[src/rtl/fpstk_pkg.sv]
// Package: shared command codes and default sizes for the register stack.
// Assumes: the op codes listed here are the encoding used at the command port.
package fpstk_pkg;
    localparam int STK_DEPTH = 8;
    localparam int STK_WIDTH = 64;

    typedef enum logic [2:0] {
        OP_NOP       = 3'd0,
        OP_INIT      = 3'd1,
        OP_PUSH_MEM  = 3'd2,
        OP_PUSH_REG  = 3'd3,
        OP_PUSH_ZERO = 3'd4,
        OP_STORE     = 3'd5,
        OP_STORE_POP = 3'd6,
        OP_WRITE     = 3'd7
    } stk_op_e;
endpackage

[src/rtl/fpstk_ptr.sv]
// Module: top-of-stack pointer. It moves down on a push and up on a pop,
// modulo the depth, and returns to 0 on initialise.
// Assumes: push and pop are never asserted together; DEPTH is a power of two.
module fpstk_ptr #(
    parameter int DEPTH = 8,
    localparam int PW = $clog2(DEPTH)
) (
    input  logic          clk,
    input  logic          rst_n,
    input  logic          do_init,
    input  logic          do_push,
    input  logic          do_pop,
    output logic [PW-1:0] top_q,
    output logic [PW-1:0] top_dn
);
    // next push slot, one below the current top
    assign top_dn = top_q - PW'(1);

    // pointer register update
    always_ff @(posedge clk) begin
        if (!rst_n || do_init) top_q <= '0;
        else if (do_push)      top_q <= top_dn;
        else if (do_pop)       top_q <= top_q + PW'(1);
    end

    // initialise returns the pointer to zero
    a_r1_init_top: assert property (@(posedge clk) disable iff (!rst_n)
        do_init |=> top_q == '0);
    // a push moves the pointer down by one, wrapping
    a_r3_push_down: assert property (@(posedge clk) disable iff (!rst_n)
        (do_push && !do_init) |=> top_q == $past(top_q) - PW'(1));
    // a pop moves the pointer up by one, wrapping
    a_r7_pop_up: assert property (@(posedge clk) disable iff (!rst_n)
        (do_pop && !do_init && !do_push) |=> top_q == $past(top_q) + PW'(1));
endmodule

[src/rtl/fpstk_regfile.sv]
// Module: data entries with per-entry valid tags and two combinational read
// ports. A clear-all beats a single clear, and a single clear beats a set.
// Assumes: the write and clear addresses are physical indices.
module fpstk_regfile #(
    parameter int DEPTH = 8,
    parameter int WIDTH = 64,
    localparam int PW = $clog2(DEPTH)
) (
    input  logic             clk,
    input  logic             rst_n,
    input  logic             wr_en,
    input  logic [PW-1:0]    wr_addr,
    input  logic [WIDTH-1:0] wr_data,
    input  logic             clr_en,
    input  logic [PW-1:0]    clr_addr,
    input  logic             clr_all,
    input  logic [PW-1:0]    ra_addr,
    input  logic [PW-1:0]    rb_addr,
    output logic [WIDTH-1:0] ra_data,
    output logic [WIDTH-1:0] rb_data,
    output logic [DEPTH-1:0] tags
);
    logic [WIDTH-1:0] mem [DEPTH];

    // entry data storage
    always_ff @(posedge clk) begin
        for (int k = 0; k < DEPTH; k++) begin
            if (!rst_n) mem[k] <= '0;
            else if (wr_en && wr_addr == PW'(k)) mem[k] <= wr_data;
        end
    end

    // valid tag per entry, built by generate
    for (genvar g = 0; g < DEPTH; g++) begin : g_tag
        always_ff @(posedge clk) begin
            if (!rst_n || clr_all)                  tags[g] <= 1'b0;
            else if (clr_en && clr_addr == PW'(g))  tags[g] <= 1'b0;
            else if (wr_en && wr_addr == PW'(g))    tags[g] <= 1'b1;
        end
    end

    // combinational read ports
    assign ra_data = mem[ra_addr];
    assign rb_data = mem[rb_addr];

    // clear-all empties every tag
    a_r1_tags_cleared: assert property (@(posedge clk) disable iff (!rst_n)
        clr_all |=> tags == '0);
    // a write that is not overridden marks its entry valid
    a_r3_write_marks: assert property (@(posedge clk) disable iff (!rst_n)
        (wr_en && !clr_all && !(clr_en && clr_addr == wr_addr)) |=> tags[$past(wr_addr)]);
    // a single clear leaves its entry invalid
    a_r7_clear_drops: assert property (@(posedge clk) disable iff (!rst_n)
        clr_en |=> !tags[$past(clr_addr)]);
endmodule

[src/rtl/fpstk_flags.sv]
// Module: sticky overflow and underflow flags.
// Assumes: clear has priority over set in the same cycle.
module fpstk_flags (
    input  logic clk,
    input  logic rst_n,
    input  logic clr,
    input  logic ovf_set,
    input  logic unf_set,
    output logic ovf_q,
    output logic unf_q
);
    // flag registers
    always_ff @(posedge clk) begin
        if (!rst_n || clr) begin
            ovf_q <= 1'b0;
            unf_q <= 1'b0;
        end else begin
            ovf_q <= ovf_q | ovf_set;
            unf_q <= unf_q | unf_set;
        end
    end

    // overflow stays set until cleared
    a_r12_ovf_sticky: assert property (@(posedge clk) disable iff (!rst_n)
        (ovf_q && !clr) |=> ovf_q);
    // underflow stays set until cleared
    a_r12_unf_sticky: assert property (@(posedge clk) disable iff (!rst_n)
        (unf_q && !clr) |=> unf_q);
    // an overflow event raises the flag
    a_r9_ovf_raise: assert property (@(posedge clk) disable iff (!rst_n)
        (ovf_set && !clr) |=> ovf_q);
    // clear drops both flags
    a_r1_flags_clear: assert property (@(posedge clk) disable iff (!rst_n)
        clr |=> !ovf_q && !unf_q);
endmodule

[src/rtl/fpstk_unit.sv]
// Module: top of the floating-point register stack. It decodes commands into
// pointer moves, entry writes and tag clears, and registers the store output.
// Assumes: one command per cycle; ST(i) is the physical entry (top + i) mod DEPTH.
module fpstk_unit
    import fpstk_pkg::*;
#(
    parameter int DEPTH = STK_DEPTH,
    parameter int WIDTH = STK_WIDTH,
    localparam int PW = $clog2(DEPTH)
) (
    input  logic             clk,
    input  logic             rst_n,
    input  logic             cmd_valid,
    input  logic [2:0]       cmd_op,
    input  logic [PW-1:0]    cmd_idx,
    input  logic             cmd_pop,
    input  logic [WIDTH-1:0] cmd_data,
    output logic [WIDTH-1:0] st0_data,
    output logic [WIDTH-1:0] sti_data,
    output logic             sti_valid,
    output logic             out_valid,
    output logic [WIDTH-1:0] out_data,
    output logic [PW-1:0]    top_ptr,
    output logic [DEPTH-1:0] tag_vec,
    output logic             ovf_flag,
    output logic             unf_flag
);
    stk_op_e          op;
    logic [PW-1:0]    top_q, top_dn, sel_addr, wr_addr;
    logic [WIDTH-1:0] wr_data, ra_data, rb_data;
    logic             do_init, do_push, do_pop, do_store, wr_en, ovf_set, unf_set;
    logic [DEPTH-1:0] tags;

    assign op       = stk_op_e'(cmd_op);
    assign sel_addr = top_q + cmd_idx;

    // command decode into datapath controls
    always_comb begin
        do_init  = cmd_valid && op == OP_INIT;
        do_push  = cmd_valid && (op == OP_PUSH_MEM || op == OP_PUSH_REG || op == OP_PUSH_ZERO);
        do_store = cmd_valid && (op == OP_STORE || op == OP_STORE_POP);
        do_pop   = cmd_valid && (op == OP_STORE_POP || (op == OP_WRITE && cmd_pop));
        wr_en    = do_push || (cmd_valid && op == OP_WRITE);
        wr_addr  = do_push ? top_dn : sel_addr;
        case (op)
            OP_PUSH_REG:  wr_data = rb_data;
            OP_PUSH_ZERO: wr_data = '0;
            default:      wr_data = cmd_data;
        endcase
        ovf_set  = do_push && tags[top_dn];
        unf_set  = (cmd_valid && op == OP_PUSH_REG && !tags[sel_addr]) ||
                   (do_store && !tags[top_q]);
    end

    fpstk_ptr #(.DEPTH(DEPTH)) u_ptr (
        .clk(clk), .rst_n(rst_n), .do_init(do_init), .do_push(do_push),
        .do_pop(do_pop), .top_q(top_q), .top_dn(top_dn)
    );

    fpstk_regfile #(.DEPTH(DEPTH), .WIDTH(WIDTH)) u_rf (
        .clk(clk), .rst_n(rst_n), .wr_en(wr_en), .wr_addr(wr_addr),
        .wr_data(wr_data), .clr_en(do_pop), .clr_addr(top_q), .clr_all(do_init),
        .ra_addr(top_q), .rb_addr(sel_addr), .ra_data(ra_data), .rb_data(rb_data),
        .tags(tags)
    );

    fpstk_flags u_flags (
        .clk(clk), .rst_n(rst_n), .clr(do_init), .ovf_set(ovf_set),
        .unf_set(unf_set), .ovf_q(ovf_flag), .unf_q(unf_flag)
    );

    // registered store output
    always_ff @(posedge clk) begin
        if (!rst_n) begin
            out_valid <= 1'b0;
            out_data  <= '0;
        end else begin
            out_valid <= do_store;
            if (do_store) out_data <= ra_data;
        end
    end

    assign st0_data  = ra_data;
    assign sti_data  = rb_data;
    assign sti_valid = tags[sel_addr];
    assign top_ptr   = top_q;
    assign tag_vec   = tags;

    // a store strobe follows only a store command
    a_r6_out_after_store: assert property (@(posedge clk) disable iff (!rst_n)
        out_valid |-> $past(cmd_valid) && ($past(cmd_op) == 3'd5 || $past(cmd_op) == 3'd6));
    // the stored value is the top entry seen at the command
    a_r6_out_value: assert property (@(posedge clk) disable iff (!rst_n)
        do_store |=> out_data == $past(st0_data));
    // an idle cycle leaves the stack untouched
    a_r11_idle_hold: assert property (@(posedge clk) disable iff (!rst_n)
        !cmd_valid |=> $stable(top_ptr) && $stable(tag_vec));
    // push-zero puts zero on top
    a_r5_zero_top: assert property (@(posedge clk) disable iff (!rst_n)
        (cmd_valid && cmd_op == 3'd4) |=> st0_data == '0);
endmodule

[config.mk]
export PLATFORM = sky130hd
export DESIGN_NAME = fpstk_unit
export DESIGN_NICKNAME = d
export VERILOG_FILES = /design/src/rtl/fpstk_pkg.sv /design/src/rtl/fpstk_ptr.sv /design/src/rtl/fpstk_regfile.sv /design/src/rtl/fpstk_flags.sv /design/src/rtl/fpstk_unit.sv
export SDC_FILE = /design/constraint.sdc
export NUM_CORES = 1
export LEC_CHECK = 0
export ABC_AREA = 0
export CORE_MARGIN = 10
export CORE_UTILIZATION = 25
export DETAILED_ROUTE_END_ITERATION = 7
export GPL_ROUTABILITY_DRIVEN = 0
export GPL_TIMING_DRIVEN = 1
export MAX_ROUTING_LAYER = met4
export SKIP_LAST_GASP = 1
export SYNTH_ARGS = -nofsm -noshare
export SYNTH_HDL_FRONTEND = slang
export SYNTH_SLANG_ARGS = --single-unit
[constraint.sdc]
create_clock -name clk -period 17.1 [get_ports clk]
set_clock_uncertainty 0.2 [all_clocks]
set_input_delay 3.42 -clock clk [delete_from_list [all_inputs] [get_ports clk]]
set_output_delay 3.42 -clock clk [all_outputs]
set_load 0.02 [all_outputs]
==> impl_metrics.py <==
metrics = {
    "run_status": {
        "outcome": "finished, final reports clean",
    },
    "global_route": {
        "gr-usage-all-layers": 0.1524,
        "globalRouteOverflowTotal": 0,
        "vias_in_the_first_global_route": 19630,
        "grt_first_pass_wirelength_um": 142300,
        "grt_antenna_before_repair": 9,
        "grt_max_degree": 65,
    },
    "yosys": {
        "combinational_family_with_the_most_area_after_synthesis": "multiplexers",
        "synth_net_count": 2041,
        "ys_seq_area_frac": 0.5793,
        "synthesized_area_fraction_occupied_by_adder_cells": 0.004094,
        "synth_area_sq_um": 29340,
        "synth.ff_latch_count": 593,
        "synth_xor_xnor_area_share": 0.001365,
        "synthesis.yosys.warnings": 0,
        "synth.lib_cells_used.distinct": 45,
        "avgSynthCellArea_sq_um": 14.98,
        "postSynthCellCount": 1958,
        "synth-compound-area-share": 0.02631,
        "multiplexer_fraction_of_the_synthesized_cell_area": 0.2742,
        "yosys.area_share.simple": 0.09024,
    },
    "final_layout": {
        "layout_common_cells": "521 x sky130_fd_sc_hd__nor2_1, 512 x sky130_fd_sc_hd__edfxtp_1, 279 x sky130_fd_sc_hd__clkdlybuf4s50_1",
        "fin_nets": 2278,
        "commonest_non_fill_non_tap_cell_in_the_layout": "sky130_fd_sc_hd__nor2_1",
        "drive_gt1_frac": 0.2562,
        "area.growth.synth_to_final_pct": 23.77,
        "stdcell_count": 3783,
    },
    "timing": {
        "achievable-frequency_mhz": 88.28,
        "finalHoldViolations": 0,
        "worst_pin_slew_ps": 1055,
        "max-slew-margin-rel": 0.2964,
        "finalSetupViolations": 0,
        "final.hold.worst_slack_ps": 313.6,
        "unrepaired_setup_endpoints_after_global_routing": "no",
        "timing.final.crit_share": 0.6624,
        "slew_violations": 0,
        "final_period_minus_worst_setup_slack_ps": 11330,
        "timing.setup.tns_ps": 0,
    },
    "floorplan": {
        "start_util": 0.2521,
        "die_area_sq_um": 131500,
        "io_pins": 281,
        "floorplan.die.height_um": 362.6,
        "design.core.area_sq_um": 116400,
        "core.rowCount": 125,
        "die_w_um": 362.6,
    },
    "drt": {
        "drc_violation_count_after_routing": 0,
        "overall_via_count_from_detail_route": 18890,
        "number_of_optimization_iterations_in_the_first_detailed_route_pass": 5,
        "route.antenna.remaining_nets": 0,
        "drt-vias-per-instance": 4.993,
        "initialDrtViolationCount": 1715,
        "avgRoutedWirePerCell_um": 26.28,
        "routed_wirelength_um": 99430,
    },
    "clock_tree": {
        "postCtsSetupRepairBufs": 0,
        "cts-htree-levels": 3,
        "post_cts_hold_buffer_count": 0,
        "clkSlewWorstSetupHoldPaths_ps": 60,
        "cts_num_sinks": 593,
        "clock-root-buffer": "sky130_fd_sc_hd__clkbuf_16",
        "cts_buffers": 74,
        "cts-resized-gates": 0,
        "insertion_delay_ps": 640,
        "ctsLongestPathBuffers": 3,
        "tritoncts_clock_tree": "done",
    },
    "worst_setup_path": {
        "critical_path_arrival_ps": 7710,
        "setup.worst_path.class": "in -> out",
        "cp-start-kind": "primary input",
        "path_max_fanout": 54,
        "timing.critical_path.required_ps": 13480,
        "worstSetupEndpointType": "primary output",
    },
    "run": {
        "max_cap_viol_count": 0,
    },
    "placement": {
        "place_hpwl_um": 56030,
        "placed_instances": 3643,
        "io_buffer_count": 280,
    },
    "power_and_ir_drop": {
        "peakVddDrop_mv": 0.06243,
        "cellLeakagePower_nw": 12.22,
        "p_per_area_nw_per_um2": 113.7,
    },
    "worst_hold_path": {
        "hp-class": "reg -> reg",
    },
}
-- worst paths after layout --
kind / cells past startpoint / slack, ps / endpoint / start
setup / recovery: 8 / 5770 / sti_valid / cmd_idx[0]
hold / removal: 2 / 310 / out_data[16] / out_data[16]
setup reg to reg: 9 / 11260 / u_rf.mem[1][18] / u_ptr.top_q[0]
hold reg to reg: 2 / 310 / out_data[16] / out_data[16]
-- through the flow --
step           utilization  worst slack [ps]  cell area [sq um]  power, mW
2_1_floorplan            -              6376              29340      2.237
3_3_place_gp        0.2911              5742              33880      2.597
3_5_place_dp        0.2911              5740              33880      2.602
4_1_cts             0.3120              5737              36300      4.184
5_1_grt             0.3121              5551              36310      4.286
6_report            0.3121              5772              36310      4.130
-- layout make-up --
class | count | area, sq um
Antenna cell | 3 | 7.507
Clock buffer | 108 | 2121
Clock inverter | 29 | 307.8
Fill cell | 11540 | 80050
Inverter | 10 | 37.54
Multi-Input combinational cell | 1196 | 11820
Sequential cell | 593 | 17010
Tap cell | 1524 | 1907
Timing Repair Buffer | 320 | 3100
-- state kept, by name, indices dropped and copies added (netlist names), named ones only --
signal,count
u_flags.ovf_q,1
out_data,64
out_valid,1
u_flags.unf_q,1
u_ptr.top_q,3
u_rf.tags,8
u_rf.mem,512
-- power by group --
group,internal (mW),total (mW),switching (mW)
clock,0.928,1.57,0.642
sequential,1.65,1.69,0.0453
combinational,0.388,0.870,0.481
total,2.96,4.13,1.17
-- layer usage --
metal / part of all wire / global-route usage / vias up
li1: - / - / 8036
met1: 0.43 / 0.2045 / 9841
met2: 0.46 / 0.2291 / 880
met3: 0.087 / 0.03573 / 133
met4: 0.022 / 0.04260 / 0
met5: 0 / - / -
-- cells in the mapped netlist --
cell type	instances	share of area
sky130_fd_sc_hd__nor2b_1	65	0.014
sky130_fd_sc_hd__and3_1	3	0.00064
sky130_fd_sc_hd__nand2_1	7	0.00090
sky130_fd_sc_hd__clkbuf_1	73	0.0093
sky130_fd_sc_hd__nand2b_1	1	0.00021
sky130_fd_sc_hd__a311oi_2	1	0.00051
sky130_fd_sc_hd__and2_0	2	0.00043
sky130_fd_sc_hd__mux2i_1	70	0.024
sky130_fd_sc_hd__buf_1	21	0.0027
sky130_fd_sc_hd__nand4_2	4	0.0017
sky130_fd_sc_hd__mux2_2	129	0.050
sky130_fd_sc_hd__fa_1	1	0.00068
sky130_fd_sc_hd__edfxtp_1	512	0.52
sky130_fd_sc_hd__o31ai_1	4	0.0010
sky130_fd_sc_hd__ha_1	8	0.0034
sky130_fd_sc_hd__o21ai_0	3	0.00051
sky130_fd_sc_hd__or2_2	1	0.00021
sky130_fd_sc_hd__nor3_1	2	0.00034
sky130_fd_sc_hd__buf_2	64	0.011
sky130_fd_sc_hd__nor3b_2	1	0.00043
sky130_fd_sc_hd__nand4_4	4	0.0029
sky130_fd_sc_hd__o211ai_1	1	0.00026
sky130_fd_sc_hd__a221oi_4	1	0.00090
sky130_fd_sc_hd__xor2_1	2	0.00060
sky130_fd_sc_hd__or3_1	1	0.00021
sky130_fd_sc_hd__a22oi_1	64	0.016
sky130_fd_sc_hd__o21bai_1	1	0.00026
sky130_fd_sc_hd__a41oi_1	4	0.0012
sky130_fd_sc_hd__o21ai_2	1	0.00030
sky130_fd_sc_hd__dfxtp_1	81	0.055
sky130_fd_sc_hd__mux4_2	261	0.20
sky130_fd_sc_hd__nor2_1	522	0.067
sky130_fd_sc_hd__and2_1	2	0.00043
sky130_fd_sc_hd__o41ai_1	1	0.00030
sky130_fd_sc_hd__a211oi_1	4	0.0010
sky130_fd_sc_hd__buf_4	1	0.00026
sky130_fd_sc_hd__nand3_1	7	0.0012
sky130_fd_sc_hd__a311o_1	1	0.00034
sky130_fd_sc_hd__a221oi_1	4	0.0012
sky130_fd_sc_hd__xnor3_1	1	0.00077
sky130_fd_sc_hd__o2111ai_1	1	0.00030
sky130_fd_sc_hd__mux2i_2	1	0.00047
sky130_fd_sc_hd__a21oi_1	9	0.0015
sky130_fd_sc_hd__o32ai_1	1	0.00030
sky130_fd_sc_hd__inv_1	10	0.0013
-- worst max-delay path: stages --
cell,delay [ps]
sky130_fd_sc_hd__clkdlybuf4s50_1,460
sky130_fd_sc_hd__ha_4,180
sky130_fd_sc_hd__fa_4,1430
sky130_fd_sc_hd__buf_4,650
sky130_fd_sc_hd__mux4_2,570
sky130_fd_sc_hd__nand2_1,90
sky130_fd_sc_hd__o21ai_0,170
sky130_fd_sc_hd__clkdlybuf4s50_1,640
-- cells by family after synthesis --
logic type,Yosys count
muxes,461
adders and majority gates,9
buffers and inverters,169
xor gates and xnor gates,3
and+or+nand+nor,622
DFF,593
AOI/OAI and AO/OA,101
No activity file was read; power rests on OpenSTA's default activity.
